$ cat src/rtl/sts_rd_pkg.sv
package sts_rd_pkg;

   localparam int unsigned FRAME_BYTES = 3;

   typedef enum logic [2:0] {
      ST_IDLE,
      ST_ADDR,
      ST_ADDR_DEC,
      ST_ACK_OUT,
      ST_TX,
      ST_MACK,
      ST_MNEXT,
      ST_HOLD
   } rd_state_e;

   typedef struct packed {
      logic scl;
      logic sda;
      logic start;
      logic stop;
      logic rise;
      logic fall;
   } bus_ev_t;

endpackage

$ cat src/rtl/sts_rd_filter.sv
module sts_rd_filter #(
   parameter int unsigned SYNC_STAGES = 2,
   parameter int unsigned FILT_TAPS   = 3,
   parameter logic        RESET_VAL   = 1'b1
) (
   input  logic clk,
   input  logic rst_n,
   input  logic raw_i,
   output logic clean_o
);

   logic [SYNC_STAGES-1:0] sync_q;

   always_ff @(posedge clk or negedge rst_n) begin
      if (!rst_n) sync_q <= {SYNC_STAGES{RESET_VAL}};
      else        sync_q <= {sync_q[SYNC_STAGES-2:0], raw_i};
   end

   generate
      if (FILT_TAPS == 1) begin : g_bypass
         assign clean_o = sync_q[SYNC_STAGES-1];
      end else begin : g_majority
         logic [FILT_TAPS-1:0] win_q;
         logic                 vote_q;

         always_ff @(posedge clk or negedge rst_n) begin
            if (!rst_n) begin
               win_q  <= {FILT_TAPS{RESET_VAL}};
               vote_q <= RESET_VAL;
            end else begin
               win_q  <= {win_q[FILT_TAPS-2:0], sync_q[SYNC_STAGES-1]};
               vote_q <= ($countones(win_q) > (FILT_TAPS / 2));
            end
         end
         assign clean_o = vote_q;
      end
   endgenerate

endmodule

$ cat src/rtl/sts_rd_cond.sv
module sts_rd_cond
   import sts_rd_pkg::*;
(
   input  logic    clk,
   input  logic    rst_n,
   input  logic    scl_f,
   input  logic    sda_f,
   output bus_ev_t ev_o
);

   logic scl_q, sda_q;

   always_ff @(posedge clk or negedge rst_n) begin
      if (!rst_n) begin
         scl_q <= 1'b1;
         sda_q <= 1'b1;
      end else begin
         scl_q <= scl_f;
         sda_q <= sda_f;
      end
   end

   always_comb begin
      ev_o.scl   = scl_f;
      ev_o.sda   = sda_f;
      ev_o.start = scl_q & scl_f & sda_q & ~sda_f;
      ev_o.stop  = scl_q & scl_f & ~sda_q & sda_f;
      ev_o.rise  = ~scl_q & scl_f;
      ev_o.fall  = scl_q & ~scl_f;
   end

endmodule

$ cat src/rtl/sts_rd_fsm.sv
module sts_rd_fsm
   import sts_rd_pkg::*;
#(
   parameter int unsigned BYTE_W    = 8,
   parameter logic [7:0]  ADDR_BYTE = 8'h29
) (
   input  logic              clk,
   input  logic              rst_n,
   input  bus_ev_t           ev,
   input  logic [BYTE_W-1:0] status_i,
   input  logic [BYTE_W-1:0] data1_i,
   input  logic [BYTE_W-1:0] data2_i,
   output logic              sda_oe_o,
   output logic              frame_done_o
);

   localparam int unsigned CNT_W = $clog2(BYTE_W);
   localparam int unsigned IDX_W = $clog2(FRAME_BYTES);
   localparam logic [CNT_W-1:0] LAST_BIT = CNT_W'(BYTE_W - 1);
   localparam logic [IDX_W-1:0] LAST_IDX = IDX_W'(FRAME_BYTES - 1);

   rd_state_e                              state_q;
   logic [CNT_W-1:0]                       bit_q;
   logic [IDX_W-1:0]                       idx_q, idx_nx;
   logic [BYTE_W-1:0]                      rx_q, tx_q;
   logic [FRAME_BYTES-1:0][BYTE_W-1:0]     shadow_q;
   logic                                   served_q, oe_q, done_q;

   assign idx_nx = idx_q + 1'b1;

   always_ff @(posedge clk or negedge rst_n) begin
      if (!rst_n) begin
         state_q  <= ST_IDLE;
         bit_q    <= '0;
         idx_q    <= '0;
         rx_q     <= '0;
         tx_q     <= '0;
         shadow_q <= '0;
         served_q <= 1'b0;
         oe_q     <= 1'b0;
         done_q   <= 1'b0;
      end else begin
         done_q <= 1'b0;
         if (ev.start) begin
            state_q  <= ST_ADDR;
            bit_q    <= '0;
            rx_q     <= '0;
            oe_q     <= 1'b0;
            served_q <= 1'b0;
         end else if (ev.stop) begin
            state_q  <= ST_IDLE;
            oe_q     <= 1'b0;
            done_q   <= served_q;
            served_q <= 1'b0;
         end else begin
            case (state_q)
               ST_ADDR: if (ev.rise) begin
                  rx_q <= {rx_q[BYTE_W-2:0], ev.sda};
                  if (bit_q == LAST_BIT) begin
                     bit_q   <= '0;
                     state_q <= ST_ADDR_DEC;
                  end else begin
                     bit_q <= bit_q + 1'b1;
                  end
               end
               ST_ADDR_DEC: if (ev.fall) begin
                  if (rx_q == BYTE_W'(ADDR_BYTE)) begin
                     oe_q     <= 1'b1;
                     shadow_q <= {data2_i, data1_i, status_i};
                     state_q  <= ST_ACK_OUT;
                  end else begin
                     state_q <= ST_HOLD;
                  end
               end
               ST_ACK_OUT: if (ev.fall) begin
                  served_q <= 1'b1;
                  idx_q    <= '0;
                  tx_q     <= shadow_q[0];
                  oe_q     <= ~shadow_q[0][BYTE_W-1];
                  bit_q    <= '0;
                  state_q  <= ST_TX;
               end
               ST_TX: if (ev.fall) begin
                  if (bit_q == LAST_BIT) begin
                     oe_q    <= 1'b0;
                     state_q <= ST_MACK;
                  end else begin
                     tx_q  <= tx_q << 1;
                     oe_q  <= ~tx_q[BYTE_W-2];
                     bit_q <= bit_q + 1'b1;
                  end
               end
               ST_MACK: if (ev.rise) begin
                  if (!ev.sda && idx_q != LAST_IDX) state_q <= ST_MNEXT;
                  else                              state_q <= ST_HOLD;
               end
               ST_MNEXT: if (ev.fall) begin
                  idx_q   <= idx_nx;
                  tx_q    <= shadow_q[idx_nx];
                  oe_q    <= ~shadow_q[idx_nx][BYTE_W-1];
                  bit_q   <= '0;
                  state_q <= ST_TX;
               end
               default: ;
            endcase
         end
      end
   end

   assign sda_oe_o     = oe_q;
   assign frame_done_o = done_q;


   ack_drive_chk: assert property (@(posedge clk) disable iff (!rst_n)
      (state_q == ST_ACK_OUT) |-> oe_q);


   hold_release_chk: assert property (@(posedge clk) disable iff (!rst_n)
      (state_q == ST_HOLD) |-> !oe_q);


   sda_low_phase_chk: assert property (@(posedge clk) disable iff (!rst_n)
      !$stable(oe_q) |-> !ev.scl);


   done_pulse_chk: assert property (@(posedge clk) disable iff (!rst_n)
      done_q |=> !done_q);


   done_cause_chk: assert property (@(posedge clk) disable iff (!rst_n)
      done_q |-> $past(ev.stop));

endmodule

$ cat src/rtl/sts_read_slave.sv
module sts_read_slave
   import sts_rd_pkg::*;
#(
   parameter logic [6:0]  DEV_ADDR    = 7'h14,
   parameter int unsigned BYTE_W      = 8,
   parameter int unsigned SYNC_STAGES = 2,
   parameter int unsigned FILT_TAPS   = 3
) (
   input  logic              clk,
   input  logic              rst_n,
   input  logic              scl_i,
   input  logic              sda_i,
   output logic              sda_oe_o,
   input  logic [BYTE_W-1:0] status_i,
   input  logic [BYTE_W-1:0] data1_i,
   input  logic [BYTE_W-1:0] data2_i,
   output logic              frame_done_o
);

   localparam logic [7:0] ADDR_BYTE = {DEV_ADDR, 1'b1};

   generate
      if (SYNC_STAGES < 2) begin : g_bad_sync
         $error("SYNC_STAGES must be at least 2");
      end
      if (FILT_TAPS % 2 == 0) begin : g_bad_taps
         $error("FILT_TAPS must be odd");
      end
      if (BYTE_W != 8) begin : g_bad_width
         $error("BYTE_W must be 8 to match the address byte");
      end
   endgenerate

   logic [1:0] line_raw, line_clean;
   bus_ev_t    ev;

   assign line_raw = {sda_i, scl_i};

   generate
      for (genvar g = 0; g < 2; g++) begin : g_line
         sts_rd_filter #(
            .SYNC_STAGES(SYNC_STAGES),
            .FILT_TAPS  (FILT_TAPS),
            .RESET_VAL  (1'b1)
         ) filt_i (
            .clk    (clk),
            .rst_n  (rst_n),
            .raw_i  (line_raw[g]),
            .clean_o(line_clean[g])
         );
      end
   endgenerate

   sts_rd_cond cond_i (
      .clk  (clk),
      .rst_n(rst_n),
      .scl_f(line_clean[0]),
      .sda_f(line_clean[1]),
      .ev_o (ev)
   );

   sts_rd_fsm #(
      .BYTE_W   (BYTE_W),
      .ADDR_BYTE(ADDR_BYTE)
   ) fsm_i (
      .clk         (clk),
      .rst_n       (rst_n),
      .ev          (ev),
      .status_i    (status_i),
      .data1_i     (data1_i),
      .data2_i     (data2_i),
      .sda_oe_o    (sda_oe_o),
      .frame_done_o(frame_done_o)
   );

endmodule

$ cat config.mk
export PLATFORM = sky130hd
export DESIGN_NAME = sts_read_slave
export DESIGN_NICKNAME = d
export VERILOG_FILES = /design/src/rtl/sts_rd_pkg.sv /design/src/rtl/sts_rd_filter.sv /design/src/rtl/sts_rd_cond.sv /design/src/rtl/sts_rd_fsm.sv /design/src/rtl/sts_read_slave.sv
export SDC_FILE = /design/constraint.sdc
export NUM_CORES = 1
export LEC_CHECK = 0
export BUFFER_PORTS_ARGS = -buffer_cell sky130_fd_sc_hd__buf_2
export CAP_MARGIN = 20
export CORE_ASPECT_RATIO = 2
export CORE_UTILIZATION = 60
export DETAILED_ROUTE_END_ITERATION = 6
export PLACE_DENSITY = 0.9
export SYNTH_ARGS = -nofsm -noshare
export SYNTH_HDL_FRONTEND = slang
export SYNTH_HIERARCHICAL = 1
export SYNTH_SLANG_ARGS = --single-unit
export TNS_END_PERCENT = 30
$ cat constraint.sdc
create_clock -name clk -period 4.2 [get_ports clk]
set_clock_uncertainty 0.2 [all_clocks]
set_input_delay 0 -clock clk [delete_from_list [all_inputs] [get_ports clk]]
set_output_delay 0 -clock clk [all_outputs]
set_load 0.03 [all_outputs]
==> qor.yml, run 1 <==
worst_setup_path:
  r2r_end: "fsm_i/sda_oe_o"
  crit_type: "reg2reg"
  arrival_ps: 3130
  crit-reg2reg-launch: "fsm_i/idx_q[0]"
  critPathMaxFanout: 11
  ff2ff_setup_slack_ps: 1100
  cp-start-kind: "flip-flop"
  r2r_cells: 6
  crit_path_end_kind: "flip-flop"
  required_ps: 4230
cells_and_area:
  final_util_pct: 73.17
  syn2layout_area_growth_pct: 18.41
  drive_above_1_share_pct: 34.29
  nets: 340
  final_cells: 370
  antenna_cells: 0
cts:
  cts_buffer_depth: 2
  clk_pin_slew_ps: 70
  cts_sinks: 64
  cts_tree: "yes"
  ctsHtreeMaxLevel: 3
  cts_inserted_buffers: 9
  clock_latency_ps: 350
  cts_root_buffer: "clkbuf_8"
  cts_setup_buffers: 0
routing:
  drtPass1Iterations: 5
  dr_total_vias: 2346
  first_iter_violations: 114
  wl_per_cell_um: 20.79
  ant_nets: 0
  drc: 0
  viasPerCell: 6.341
  drt-total-wl_mm: 7.693
die:
  die_h_um: 104.4
  io_pins: 30
  initial_core_util_pct: 61.79
  die_area_um2: 5556
  rows: 37
  coreArea_um2: 5092
  die_w_um: 53.21
global_route:
  grt_pass1_wl_mm: 12.44
  grt_max_degree: 65
  overflow: 0
  grt_pass1_vias: 2563
  antenna_found_initial: 0
  track_usage_pct: 32.60
sta:
  setup_violations: 0
  tns_ps: 0
  finalCritPeriodShare_pct: 73.82
  min_period_ps: 3100
  relSlewSlack_pct: 40.35
  tightest_slew_ps: 894.8
  slew_violations: 0
  hold_violations: 0
  max_freq_ghz: 0.3226
  rsz0062_at_grt: "no"
logic_synthesis:
  syn-num-nets: 289
  syn-cell-area_um2: 3147
  syn_area_per_cell_um2: 12.29
  yosysWarnings: 6
  netlist_instances: 256
hold_path:
  hold_start: "sda_i"
  min_to: "g_line[1].filt_i/sync_q[0]"
  min_path_cells: 2
  hold_class: "in2reg"
power_and_ir_drop:
  power_density_nw_per_um2: 495.3
  p_leak_nw: 1.760
  ir_drop_v: 0.0003789
placement:
  port_buffers: 29
  placed_cells: 327
  gp_congestion: 0.8700
  dp_hpwl_mm: 4.356
outcome:
  status: "completed"
run:
  drv_cap: 0
[repair_timing]
item                                   CTS  global route
resized for setup                        0             0
endpoints found under the hold margin   76             0
hold buffers                            27             0
[sequential cells by signal (all words and copies together) (netlist names)]
name and count:
cond_i/scl_q 1, cond_i/sda_q 1, fsm_i/bit_q 3, fsm_i/frame_done_o 1, fsm_i/idx_q 2, fsm_i/rx_q 8
fsm_i/sda_oe_o 1, fsm_i/served_q 1, fsm_i/shadow_q 24, fsm_i/state_q 3, fsm_i/tx_q 7, g_line.filt_i/clean_o 2
g_line.filt_i/g_majority.win_q 6, g_line.filt_i/sync_q 4
[power by group]
group | internal (mW) | switching [mW]
clock | 0.305 | 0.231
combinational | 0.216 | 0.240
sequential | 0.722 | 0.133
total | 1.24 | 0.603
[final cells by class]
cell class                 count  area [µm²]
sequential                    64        1619
tap                           58       72.57
fill                         327        1366
inverter                       4       15.01
clock buffer                  13       158.9
timing repair buffer          58       430.4
multi-input combinational    170        1390
clock inverter                 3       40.04
[critical path, cell delays in order (launching register included)]
cell and delay (ps):
dfrtp_1 560, inv_1 150, ha_1 550, nor2b_1 530, a221oi_1 180, or4b_2 660
o211a_1 170
[through the flow]
stage          cell area [µm²]  setup WS [ps]  total power [mW]  hold slack (ps)
2_1_floorplan             3147           1618             1.149           -495.6
3_3_place_gp              3257           1409             1.243           -95.15
3_5_place_dp              3257           1240             1.270           -93.32
4_1_cts                   3726           1255             1.820            78.24
5_1_grt                   3726           1022             1.935            87.27
6_report                  3726           1100             1.845            94.45
[worst max path at each step]
stage | startpoint | to | slack [ps] | cells after the start
CTS | fsm_i/idx_q[0] | fsm_i/sda_oe_o | 1250 | 6
global placement | fsm_i/idx_q[0] | fsm_i/sda_oe_o | 1410 | 6
global route | fsm_i/idx_q[0] | fsm_i/sda_oe_o | 1020 | 6
floorplan | fsm_i/idx_q[0] | fsm_i/sda_oe_o | 1620 | 9
detailed placement | fsm_i/idx_q[0] | fsm_i/sda_oe_o | 1240 | 6
finish | fsm_i/idx_q[0] | fsm_i/sda_oe_o | 1100 | 6
[layer usage]
metal  part of all wire [%]  GRT usage, %
met1                     33         34.51
met2                     55         53.39
met3                    5.4         8.187
met4                    5.9         22.18
met5                      0             0
[layout by cell type (no fill, tap or decap), types with 3 or more instances in the layout]
master	count
dfrtp_1	50
buf_2	29
o21ai_0	27
dlygate4sd3_1	27
nand2_1	20
mux2_2	20
mux2_4	20
dfstp_2	14
clkbuf_8	11
nand2b_1	11
a221oi_1	8
nor2b_1	6
ha_1	5
nor2_1	4
mux2i_1	4
nand3_1	4
inv_1	4
a21o_1	4
a21oi_1	3
Power figures use the tool's default switching activity.
==> run 2, diff against run 1 <==
--- a/config.mk
+++ b/config.mk
@@ -5,12 +5,13 @@
 export SDC_FILE = /design/constraint.sdc
 export NUM_CORES = 1
 export LEC_CHECK = 0
+export ABC_AREA = 1
 export BUFFER_PORTS_ARGS = -buffer_cell sky130_fd_sc_hd__buf_2
 export CAP_MARGIN = 20
 export CORE_ASPECT_RATIO = 2
-export CORE_UTILIZATION = 60
+export CORE_UTILIZATION = 53
 export DETAILED_ROUTE_END_ITERATION = 6
-export PLACE_DENSITY = 0.9
+export PLACE_DENSITY = 0.84
 export SYNTH_ARGS = -nofsm -noshare
 export SYNTH_HDL_FRONTEND = slang
 export SYNTH_HIERARCHICAL = 1
==> constraint.sdc (replaced) <==
create_clock -name clk -period 2.8 [get_ports clk]
set_clock_uncertainty 0.2 [all_clocks]
set_input_delay 0 -clock clk [delete_from_list [all_inputs] [get_ports clk]]
set_output_delay 0 -clock clk [all_outputs]
set_load 0.03 [all_outputs]
==> run 2 against run 1 <==
Against the previous run:
- final area grew 5.8%
- worst setup slack worse by 850 ps
- largest cell class unchanged
- critical path depth increased by 3
- hold slack gained 15 ps
- first-iteration DRC count increased by 13%
- combinational power grew to 2.6 times the previous value
- die area is 16% higher
- via count rose by 20%
- largest power group unchanged
==> qor.yml, run 2 <==
logic_synthesis:
  syn_area_per_cell_um2: 8.081  # was 12.29 µm²
  netlist_instances: 399  # was 256
  syn-num-nets: 432  # was 289
  yosysWarnings: 6  # unchanged
  syn-cell-area_um2: 3224  # was 3147 µm²
cts:
  clock_latency_ps: 330  # was 350 ps
  cts_tree: "yes"  # unchanged
  ctsHoldBuffers: 27  # unchanged
  post_cts_resized: 0  # unchanged
  ctsHtreeMaxLevel: 3  # unchanged
  cts_inserted_buffers: 9  # unchanged
  cts_setup_buffers: 0  # unchanged
  clk_pin_slew_ps: 50  # was 70 ps
  cts_sinks: 64  # unchanged
  cts_root_buffer: "clkbuf_16"  # was clkbuf_8
  cts_buffer_depth: 2  # unchanged
cells_and_area:
  final_common_cell: "nand2_1"  # was dfrtp_1
  final_cell_mix: "133 x nand2_1, 50 x dfrtp_1, 41 x inv_1"  # was 50 x dfrtp_1, 29 x buf_2, 27 x o21ai_0, 27 x dlygate4sd3_1
  nets: 488  # was 340
  antenna_cells: 0  # unchanged
  largestRegisters: "fsm_i/shadow_q: 24 flops, fsm_i/rx_q: 8 flops, fsm_i/tx_q: 7 flops"  # unchanged
  largest_reg_flops: 24  # unchanged
  largest-register: "fsm_i/shadow_q"  # unchanged
  syn2layout_area_growth_pct: 22.27  # was 18.41%
  nFillCells: 426  # was 327
  drive_above_1_share_pct: 19.78  # was 34.29%
sta:
  tightest_slew_ps: 634.5  # was 894.8 ps
  slew_violations: 0  # unchanged
  tns_ps: 0  # unchanged
  rsz0062_at_grt: "no"  # unchanged
  min_period_ps: 2551  # was 3100 ps
  max_freq_ghz: 0.3919  # was 0.3226 GHz
  setup_violations: 0  # unchanged
  relSlewSlack_pct: 57.54  # was 40.35%
  hold_violations: 0  # unchanged
  finalCritPeriodShare_pct: 91.12  # was 73.82%
  setup_ws_ps: 248.5  # was 1100 ps
routing:
  drc: 0  # unchanged
  first_iter_violations: 129  # was 114
  dr_total_vias: 2816  # was 2,346
  ant_nets: 0  # unchanged
  drt-total-wl_mm: 7.373  # was 7.693 mm
  viasPerCell: 5.405  # was 6.341
  wl_per_cell_um: 14.15  # was 20.79 µm
  drtPass1Iterations: 5  # unchanged
hold_path:
  min_path_cells: 2  # unchanged
  min_to: "g_line[1].filt_i/sync_q[0]"  # unchanged
  hold_class: "in2reg"  # unchanged
  hold_start: "sda_i"  # unchanged
global_route:
  grt_max_degree: 51  # was 65
  track_usage_pct: 25.59  # was 32.60%
  grt_pass1_vias: 2840  # was 2,563
  busiest_layer: "met2"  # unchanged
  antenna_found_initial: 0  # unchanged
  overflow: 0  # unchanged
  met1_usage_pct: 25.86  # was 34.51%
  grt_use_met2_pct: 46.27  # was 53.39%
  grtUsageMet3_pct: 5.645  # was 8.187%
  grt_pass1_wl_mm: 12.37  # was 12.44 mm
placement:
  dp_slack_ps: 368.0  # was 1240 ps
  gp_congestion: 0.9670  # was 0.8700
  port_buffers: 29  # unchanged
  dp_hpwl_mm: 4.624  # was 4.356 mm
die:
  initial_core_util_pct: 55.53  # was 61.79%
  die_area_um2: 6418  # was 5556 µm²
  coreArea_um2: 5807  # was 5092 µm²
  die_h_um: 112.3  # was 104.4 µm
  die_w_um: 57.15  # was 53.21 µm
  io_pins: 30  # unchanged
  rows: 39  # was 37
power_and_ir_drop:
  power_density_nw_per_um2: 910.3  # was 495.3 nW/µm²
  finalPower_mw: 3.589  # was 1.845 mW
  ir_drop_v: 0.0005260  # was 0.0003789 V
  p_leak_nw: 2.048  # was 1.760 nW
worst_setup_path:
  critPathSlowestCell: "dfrtp_1"  # was or4b_2
  required_ps: 2870  # was 4230 ps
  max_stage_delay_ps: 560  # was 660 ps
  cp-start-kind: "flip-flop"  # unchanged
  ff2ff_setup_slack_ps: 250  # was 1100 ps
  crit_chain: "inv_2 > ha_1 > nor2_1 > nand2_1 > o21ai_0 > nand2_1 > nand2_1 > nand2_1 > nand2_1"  # was inv_1 > ha_1 > nor2b_1 > a221oi_1 > or4b_2 > o211a_1
  r2r_cells: 9  # was 6
  path_buf_inv: 1  # unchanged
  critPathMostFrequentCell: "nand2_1"
  r2r_end: "fsm_i/tx_q[0]"  # was fsm_i/sda_oe_o
  path_delay_family: "simple AND/OR/NAND/NOR gates"  # unchanged
  crit_path_end_kind: "flip-flop"  # unchanged
  arrival_ps: 2620  # was 3130 ps
  crit-reg2reg-launch: "fsm_i/idx_q[0]"  # unchanged
  critPathMaxFanout: 11  # unchanged
  crit_type: "reg2reg"  # unchanged
run:
  drv_cap: 0  # unchanged
outcome:
  status: "completed"  # unchanged
[run 2: metal layers]
layer / part of all wire, % / routed length [µm]
met1: 37 / 2747
met2: 55 / 4045
met3: 4.3 / 317
met4: 3.6 / 263
met5: 0 / 0
[run 2: how the worst max path moves through the flow]
stage	start	end	slack, ps	cells past startpoint
floorplan	g_line[0].filt_i/clean_o	fsm_i/state_q[0]	770	10
global placement	fsm_i/idx_q[0]	fsm_i/sda_oe_o	440	8
finish	fsm_i/idx_q[0]	fsm_i/tx_q[0]	250	9
global route	fsm_i/idx_q[0]	fsm_i/sda_oe_o	130	8
detailed placement	fsm_i/idx_q[0]	fsm_i/sda_oe_o	370	8
CTS	fsm_i/idx_q[0]	fsm_i/tx_q[0]	340	9
[run 2: per-stage QoR]
stage	instance area (µm²)	instances	hold slack [ps]	util, %
2_1_floorplan	3224	399	-495.6	-
3_3_place_gp	3353	478	-95.40	57.75
3_5_place_dp	3353	478	-93.62	57.75
4_1_cts	3943	521	103.5	67.89
5_1_grt	3943	521	121.7	67.89
6_report	3943	521	109.8	67.89
[run 2: power by group]
group	switching [mW]	total, mW	internal, mW
clock network	0.378	1.16	0.784
logic	0.768	1.19	0.423
registers	0.146	1.24	1.09
total	1.29	3.59	2.30
[run 2: layout make-up]
class                   count  area [µm²]  area share (%)
repair buffers             59       437.9           11.11
well taps                  61       76.32           1.936
inverters                  49       185.2           4.697
clock inverters             2       35.03          0.8886
flip-flops and latches     64        1619           41.07
clock buffers              14       284.0           7.204
multi-input cells         272        1305           33.10
